**src/rtl/cmdfifo_irq_pkg.sv**
```systemverilog
package cmdfifo_irq_pkg;
  localparam int ADDR_W  = 2;
  localparam int SRC_N   = 4;
  localparam int POS_LVL = 0;
  localparam int POS_FULL = 8;
  localparam int POS_ALL = 9;
  localparam int POS_CUR = 10;
  localparam int POS_STICKY = 31;

  typedef enum logic [ADDR_W-1:0] {
    REG_EN   = 2'd0,
    REG_THR  = 2'd1,
    REG_PEND = 2'd2,
    REG_STAT = 2'd3
  } regSelE;

  // strobes from control to datapath
  typedef struct packed {
    logic wrEnable;
    logic wrThresh;
    logic wrPend;
    logic setLvl;
    logic setFull;
    logic setAll;
    logic setCur;
    logic fetch;
  } strobeT;

  // source index -> bit position in enable/pending words
  function automatic int srcPos(int idx);
    case (idx)
      0: return POS_LVL;
      1: return POS_FULL;
      2: return POS_ALL;
      default: return POS_CUR;
    endcase
  endfunction
endpackage

```
**src/rtl/cmdfifo_irq_ctrl.sv**
```systemverilog
module cmdfifo_irq_ctrl
  import cmdfifo_irq_pkg::*;
#(
  parameter int CNT_W = 7,
  parameter int THR_W = 6
) (
  input  logic                clk,
  input  logic                rst,
  input  logic                wrEn,
  input  logic [ADDR_W-1:0]   addr,
  input  logic [CNT_W-1:0]    usedCnt,
  input  logic                fifoFull,
  input  logic                curDone,
  input  logic                allDone,
  input  logic [THR_W-1:0]    thrIn,
  output strobeT              stb,
  output regSelE              rdSel
);
  localparam int CMP_W = (CNT_W > THR_W) ? CNT_W : THR_W;

  logic [CMP_W-1:0] usedExt;
  logic [CMP_W-1:0] thrExt;
  logic             atLevel;
  logic             atLevelQ;
  logic [CNT_W-1:0] prevUsedQ;

  assign usedExt = CMP_W'(usedCnt);
  assign thrExt  = CMP_W'(thrIn);
  assign atLevel = (usedExt >= thrExt);
  assign rdSel   = regSelE'(addr);

  always_ff @(posedge clk) begin
    if (rst) begin
      atLevelQ  <= 1'b0;
      prevUsedQ <= '0;
    end else begin
      atLevelQ  <= atLevel;
      prevUsedQ <= usedCnt;
    end
  end

  always_comb begin
    stb          = '0;
    stb.wrEnable = wrEn && (rdSel == REG_EN);
    stb.wrThresh = wrEn && (rdSel == REG_THR);
    stb.wrPend   = wrEn && (rdSel == REG_PEND);
    stb.setLvl   = atLevel && !atLevelQ;
    stb.setFull  = fifoFull;
    stb.setAll   = allDone;
    stb.setCur   = curDone;
    stb.fetch    = (usedCnt < prevUsedQ);
  end
endmodule

```
**src/rtl/cmdfifo_irq_datapath.sv**
```systemverilog
module cmdfifo_irq_datapath
  import cmdfifo_irq_pkg::*;
#(
  parameter int              DATA_W  = 32,
  parameter int              THR_W   = 6,
  parameter logic [THR_W-1:0] THR_RST = 6'h18
) (
  input  logic              clk,
  input  logic              rst,
  input  strobeT            stb,
  input  regSelE            rdSel,
  input  logic [DATA_W-1:0] wrData,
  output logic [THR_W-1:0]  thrOut,
  output logic [DATA_W-1:0] rdData,
  output logic              irq
);
  logic [SRC_N-1:0] pendQ;
  logic [SRC_N-1:0] enQ;
  logic [SRC_N-1:0] setVec;
  logic [THR_W-1:0] thrQ;
  logic             curIdleQ;
  logic             allIdleQ;
  logic [DATA_W-1:0] pendWord;
  logic [DATA_W-1:0] enWord;
  logic [DATA_W-1:0] statWord;

  assign setVec = {stb.setCur, stb.setAll, stb.setFull, stb.setLvl};

  for (genvar i = 0; i < SRC_N; i++) begin : g_src
    localparam int P = srcPos(i);
    always_ff @(posedge clk) begin
      if (rst) begin
        pendQ[i] <= 1'b0;
        enQ[i]   <= 1'b0;
      end else begin
        if (setVec[i])
          pendQ[i] <= 1'b1;
        else if (stb.wrPend && wrData[P])
          pendQ[i] <= 1'b0;
        if (stb.wrEnable)
          enQ[i] <= wrData[P];
      end
    end
  end

  always_ff @(posedge clk) begin
    if (rst) begin
      thrQ     <= THR_RST;
      curIdleQ <= 1'b1;
      allIdleQ <= 1'b1;
    end else begin
      if (stb.wrThresh)
        thrQ <= wrData[THR_W-1:0];
      if (stb.fetch)
        curIdleQ <= 1'b0;
      else if (stb.setCur)
        curIdleQ <= 1'b1;
      if (stb.fetch)
        allIdleQ <= 1'b0;
      else if (stb.setAll)
        allIdleQ <= 1'b1;
    end
  end

  always_comb begin
    pendWord = '0;
    enWord   = '0;
    for (int i = 0; i < SRC_N; i++) begin
      pendWord[srcPos(i)] = pendQ[i];
      enWord[srcPos(i)]   = enQ[i];
    end
    pendWord[POS_STICKY] = 1'b1;
    statWord = '0;
    statWord[POS_CUR] = curIdleQ;
    statWord[POS_ALL] = allIdleQ;
  end

  always_comb begin
    case (rdSel)
      REG_EN:   rdData = enWord;
      REG_THR:  rdData = DATA_W'(thrQ);
      REG_PEND: rdData = pendWord;
      default:  rdData = statWord;
    endcase
  end

  assign thrOut = thrQ;
  assign irq    = |(pendQ & enQ);
endmodule

```
**src/rtl/cmdfifo_irq.sv**
```systemverilog
module cmdfifo_irq
  import cmdfifo_irq_pkg::*;
#(
  parameter int               DATA_W  = 32,
  parameter int               CNT_W   = 7,
  parameter int               THR_W   = 6,
  parameter logic [THR_W-1:0] THR_RST = 6'h18
) (
  input  logic              clk,
  input  logic              rst,
  input  logic [1:0]        regAddr,
  input  logic              regWrEn,
  input  logic [DATA_W-1:0] regWrData,
  output logic [DATA_W-1:0] regRdData,
  input  logic [CNT_W-1:0]  fifoUsed,
  input  logic              fifoFull,
  input  logic              curCmdDone,
  input  logic              allCmdDone,
  output logic              irq
);
  strobeT           stb;
  regSelE           rdSel;
  logic [THR_W-1:0] thrVal;

  cmdfifo_irq_ctrl #(.CNT_W(CNT_W), .THR_W(THR_W)) u_ctrl (
    .clk(clk), .rst(rst), .wrEn(regWrEn), .addr(regAddr),
    .usedCnt(fifoUsed), .fifoFull(fifoFull), .curDone(curCmdDone),
    .allDone(allCmdDone), .thrIn(thrVal), .stb(stb), .rdSel(rdSel)
  );

  cmdfifo_irq_datapath #(.DATA_W(DATA_W), .THR_W(THR_W), .THR_RST(THR_RST)) u_dp (
    .clk(clk), .rst(rst), .stb(stb), .rdSel(rdSel), .wrData(regWrData),
    .thrOut(thrVal), .rdData(regRdData), .irq(irq)
  );
endmodule

```
**config.mk**
```make
export PLATFORM = sky130hd
export DESIGN_NAME = cmdfifo_irq
export DESIGN_NICKNAME = d
export VERILOG_FILES = /design/src/rtl/cmdfifo_irq_pkg.sv /design/src/rtl/cmdfifo_irq_ctrl.sv /design/src/rtl/cmdfifo_irq_datapath.sv /design/src/rtl/cmdfifo_irq.sv
export SDC_FILE = /design/constraint.sdc
export NUM_CORES = 1
export LEC_CHECK = 0
export ABC_AREA = 0
export CELL_PAD_IN_SITES_DETAIL_PLACEMENT = 0
export CELL_PAD_IN_SITES_GLOBAL_PLACEMENT = 1
export CORE_AREA = 2 2 73 75
export DETAILED_ROUTE_END_ITERATION = 12
export DIE_AREA = 0 0 75 77
export PLACE_DENSITY = 0.95
export SLEW_MARGIN = 30
export SYNTH_ARGS = -nofsm -noshare
export SYNTH_HDL_FRONTEND = slang
export SYNTH_SLANG_ARGS = --single-unit
```
**constraint.sdc**
```tcl
create_clock -name clk -period 2.7 [get_ports clk]
set_input_delay 0.27 -clock clk [delete_from_list [all_inputs] [get_ports clk]]
set_output_delay 0.27 -clock clk [all_outputs]
set_load 0.02 [all_outputs]
```
---- Word level (Yosys, flattened, before mapping) ----
Index checks and enable logic that the tools add are counted.
word-level totals
  logic and storage cells ................. 48
  latch bits .............................. 0
  register bits after elaboration ......... 24
  memories ................................ 0
  output and inout port bits .............. 33
  bits of input ports ..................... 47
  bits in read-only memories .............. 0
  RAM bits ................................ 0
operators by class
  shift-type cells ........................ 0
  multiplexer cells ....................... 13
  reductions and logical operators ........ 17
  div/mod/pow operators ................... 0
  magnitude comparators ................... 2
  add/sub/neg operators ................... 0
  equality and inequality tests ........... 2
  bitwise gates (word level) .............. 1
  $mul .................................... 0
operators with widths
  cell                                                             number
  32-bit case mux with 3 select lines                              1
  1-bit two-way mux                                                12
  2-bit nonzero test                                               6
  1-bit logical AND                                                8
  7-bit by 6-bit greater-or-equal comparator with 1-bit output     1
  7-bit less-than comparator                                       1
  4-bit bitwise AND                                                1
  4-bit OR reduction                                               1
  2-bit by 1-bit == test with 1-bit output, second input constant  1
  2-bit == test, second input constant                             1
  2-bit logical NOT                                                1
  1-bit logical NOT                                                1

---- Depth between registers and ports, before layout ----
  depth after elaboration ................. 5
  depth in mapped cells ................... 6
  depth with buffers taken out ............ 6

---- Modules after synthesis ----
From an unflattened synthesis, not the netlist that was laid out.
unflattened totals
  cell total of the unflattened synthesis .. 162
  area, all modules ....................... 1490.2 um2
by module, submodules not included
  module                instances  sequential area each (um2)  area an instance (um2)  cells each
  cmdfifo_irq_datapath  1          320.3                       895.9                   94
  cmdfifo_irq_ctrl      1          160.2                       594.3                   68

---- Least setup slack after synthesis ----
OpenSTA, ideal clock, no wires.
  path type ............................... flip-flop to flip-flop
  start ................................... register u_ctrl.prevUsedQ[6]
  end ..................................... register u_dp.allIdleQ
  slack ................................... 1.423 ns
  required time ........................... 2.580 ns
  arrival ................................. 1.158 ns
  stages on the path, launching flop included .. 7
  path buffers ............................ 0
  clock period less this slack ............ 1.277 ns
  setup time .............................. 0.120 ns
  path through ............................ dfxtp_1 > inv_1 > ha_1 > a211oi_1 > nand3_1 > a31oi_1 > nor2_1
on the way
  word-level cells in the longest chain between the ends .. 2
  elaborated cells on any way between the ends .. 3
  classes of those cells .................. order compare: 1; mux: 1; reduce/logical: 1
RTL lines
  item                                                     RTL line                    source
  start: declaration                                       cmdfifo_irq_ctrl.sv:25      logic [CNT_W-1:0] prevUsedQ;
  start signal: assignment                                 cmdfifo_irq_ctrl.sv:38      prevUsedQ <= usedCnt;
  7-bit less-than comparator *                             cmdfifo_irq_ctrl.sv:51      stb.fetch = (usedCnt < prevUsedQ);
  1-bit two-way mux or 2-bit nonzero test (tied branches)  -
  end signal: assignment                                   cmdfifo_irq_datapath.sv:50  allIdleQ <= 1'b1;
  end signal: assignment                                   cmdfifo_irq_datapath.sv:59  allIdleQ <= 1'b0;
  end signal: assignment                                   cmdfifo_irq_datapath.sv:61  allIdleQ <= 1'b1;
  end: declaration                                         cmdfifo_irq_datapath.sv:22  logic allIdleQ;
Mark *: on every way between the ends. The rest lies on a longest branch, timed or not.
A chain may end at the register's enable or synchronous reset.

---- Worst setup path after layout ----
  start ................................... input regAddr[1]
  end ..................................... output regRdData[3]
on the way
  word-level cells in the longest chain between the ends .. 2
  elaborated cells on any way between the ends .. 4
  classes of those cells .................. eq/ne: 2; mux: 1; reduce/logical: 1
RTL lines
  item                                   RTL line                    source
  start: declaration                     cmdfifo_irq.sv:11           input logic [1:0] regAddr,
  2-bit == test (tied with other cells)  cmdfifo_irq_datapath.sv:79  case (rdSel)
  32-bit case mux with 3 select lines *  cmdfifo_irq_datapath.sv:79
  end: declaration                       cmdfifo_irq.sv:14           output logic [DATA_W-1:0] regRdData,
Marks and branches as above.

==> impl_metrics.yaml <==
clocking:
  htree_levels: 1
  cts_setup_buffers: 0
  clk_latency_ps: 280
  cts_sinks: 24
  cts_max_path_buffers: 2
  clk_pin_slew_ps: 80
  cts_tree: "built"
  clockRootBuffer: "clkbuf_8"
  cts_hold_buf: 0
  cts_buffers: 3
  cts-resized-gates: 0
drt:
  wl_mm: 2.82
  antenna_left: 0
  dr.pass1.iters: 4
  drtIter0Drc: 20
  wire_per_inst_um: 10.5
  via_count: 1117
  drc: 0
  post_drt_via_cell_ratio: 4.15
sta:
  finalHoldViolCount: 0
  clock_skew_ps: 8.82
  slew_viol_final: 0
  post-route-min-period_ps: 2310
  rsz0062_at_grt: "no"
  finalSetupTns_ps: 0
  setup_slack_ps: 388
  finalSetupViolations: 0
  fmax_mhz: 433
  period_share_pct: 85.6
  hold_slack_ps: 475
status:
  status: "complete, no violations"
setup_path:
  crit_start: "regAddr[1]"
  cp_common_cell: "clkdlybuf4s50_1"
  timing.rr.start: "u_ctrl.prevUsedQ[6]"
  critPathMaxStageDelay_ps: 600
  r2r-end: "u_dp.curIdleQ"
  critical_path_arrival_ps: 2040
  worst_ep_required_time_ps: 2430
  critPathKind: "in2out"
  slowest_stage: "clkdlybuf4s50_1"
  worstPathCellList: "clkdlybuf4s50_1, nor2b_1, and2_1, clkdlybuf4s50_1"
  endpoint: "regRdData[3]"
  cp_max_fo: 8
  r2r_setup_slack_ps: 1270
  r2r_cells: 6
  cp-end-kind: "output port"
  cp-start-kind: "input pin"
power:
  peakVddDrop_v: 0.000246
  p_int_mw: 0.658
  p_clk_share_pct: 35.8
  p_sw_mw: 0.228
  p_leak_nw: 0.775
  power-per-cell-area_mw_per_mm2: 491
  p_comb_share_pct: 20.6
  sw_frac_of_total_pct: 25.7
  seq_power_share_pct: 43.6
die:
  pin_count: 80
  placementRows: 26
  initial_core_util_pct: 28.5
  core_mm2: 0.00498
  dieWidth_um: 75
  dieHeight_um: 77
  dieArea_mm2: 0.00578
global_routing:
  grt_pass1_vias: 1048
  gr-usage-all-layers_pct: 10.5
  antenna_found_initial: 0
  grt_overflow: 0
  grt_max_degree: 26
  grt_pass1_wl_mm: 4.75
logic_synthesis:
  synth_edf_count: 0
  synth_area_mm2: 0.00142
  synth.distinct_cells: 32
  yosysSeqAreaShare_pct: 33.9
  ys_warn_count: 0
  avgSynthCellArea_um2: 8.54
  ys_ff_latch: 24
  syn_inst: 166
  ys.flop_type: "dfxtp_1"
  async_flop_share_pct: 0
place:
  dp_worst_setup_slack_ps: 390
  gp_congestion: 0.678
  port_buffers: 34
  hpwl_mm: 2.24
finish:
  mostFrequentLayoutCells: "34 x clkdlybuf4s50_1, 24 x dfxtp_1, 22 x conb_1"
  mostFrequentLayoutCell: "clkdlybuf4s50_1"
  n_fill_cell: 528
  nets: 259
  drive_gt1_share_pct: 5.03
  area_growth_pct: 27.4
  n_antenna_cell: 0
min_path:
  hp-class: "reg2reg"
flow_run:
  drv_cap: 0
layer usage:
| layer | wire [µm] | vias up | global-route usage (%) |
|---|---|---|---|
| met2 | 1330 | 34 | 17.0 |
| met3 | 147 | 5 | 1.84 |
| li1 | - | 578 | - |
| met4 | 63 | 0 | 5.36 |
| met5 | 0 | - | 0 |
| met1 | 1280 | 500 | 12.9 |
cells in the mapped netlist, drive strengths merged, types with 3 or more instances:
cell | n | area share, %
nor2b | 9 | 4.0
ha | 12 | 11
nand2 | 12 | 3.4
o21ai | 3 | 1.1
nand3 | 7 | 2.5
inv | 12 | 3.2
clkbuf | 3 | 0.88
dfxtp | 24 | 34
buf | 26 | 14
mux2i | 6 | 4.2
and3 | 3 | 1.3
and2 | 6 | 2.6
nor2 | 12 | 3.2
a21oi | 9 | 3.2
power by group through the flow:
stage	Combinational [mW]	Clock [mW]	Sequential [mW]
6_report	0.182	0.318	0.386
5_1_grt	0.205	0.341	0.389
4_1_cts	0.184	0.326	0.387
3_5_place_dp	0.183	0	0.395
3_3_place_gp	0.181	0	0.394
2_1_floorplan	0.140	0	0.391
final cells by class:
type                    instances  area (µm²)  area share, %
multi-input cells             122         758           42.0
flip-flops and latches         24         480           26.6
repair buffers                 37         363           20.1
well taps                      70        87.6           4.85
inverters                      12        45.0           2.49
clock buffers                   3        41.3           2.29
clock inverters                 1        30.0           1.66
worst max-delay path, delay by kind of cell:
family / cells / cell delay [ps]
buffers and inverters: 2 / 1140
AND/OR/NAND/NOR: 2 / 620
kinds of logic after synthesis:
family	Yosys count	synth area share, %
other cells	1	0.265
compound gates	25	11.6
fa+ha+maj	12	10.6
mux	8	5.83
buf+inv	41	18.2
simple gates	55	19.7
flops	24	33.9
worst min path at each step:
stage	slack, ps	startpoint	endpoint	depth (start not counted)
floorplan	340	rst	u_ctrl.prevUsedQ[2]	1
global placement	460	u_dp.thrOut[1]	u_dp.thrOut[1]	2
detailed placement	460	u_dp.thrOut[2]	u_dp.thrOut[2]	2
CTS	480	u_dp.thrOut[2]	u_dp.thrOut[2]	2
global route	500	u_dp.thrOut[2]	u_dp.thrOut[2]	2
finish	480	u_dp.thrOut[2]	u_dp.thrOut[2]	2
registers in the layout, summed over array words and instances, names as in the netlist:
| register | flops |
|---|---|
| u_dp.pendQ | 4 |
| u_dp.enQ | 4 |
| u_ctrl.atLevelQ | 1 |
| u_dp.thrOut | 6 |
| u_dp.curIdleQ | 1 |
| u_ctrl.prevUsedQ | 7 |
| u_dp.allIdleQ | 1 |
metrics by stage:
stage / util (%) / cell area (µm²) / total power, mW / instances
after floorplan: - / 1500 / 0.530 / 187
after global placement: 34.8 / 1730 / 0.575 / 265
after detailed placement: 34.8 / 1730 / 0.578 / 265
after CTS: 36.3 / 1810 / 0.897 / 269
after global routing: 36.3 / 1810 / 0.934 / 269
final: 36.3 / 1810 / 0.886 / 269
Power figures use the tool's default switching activity.
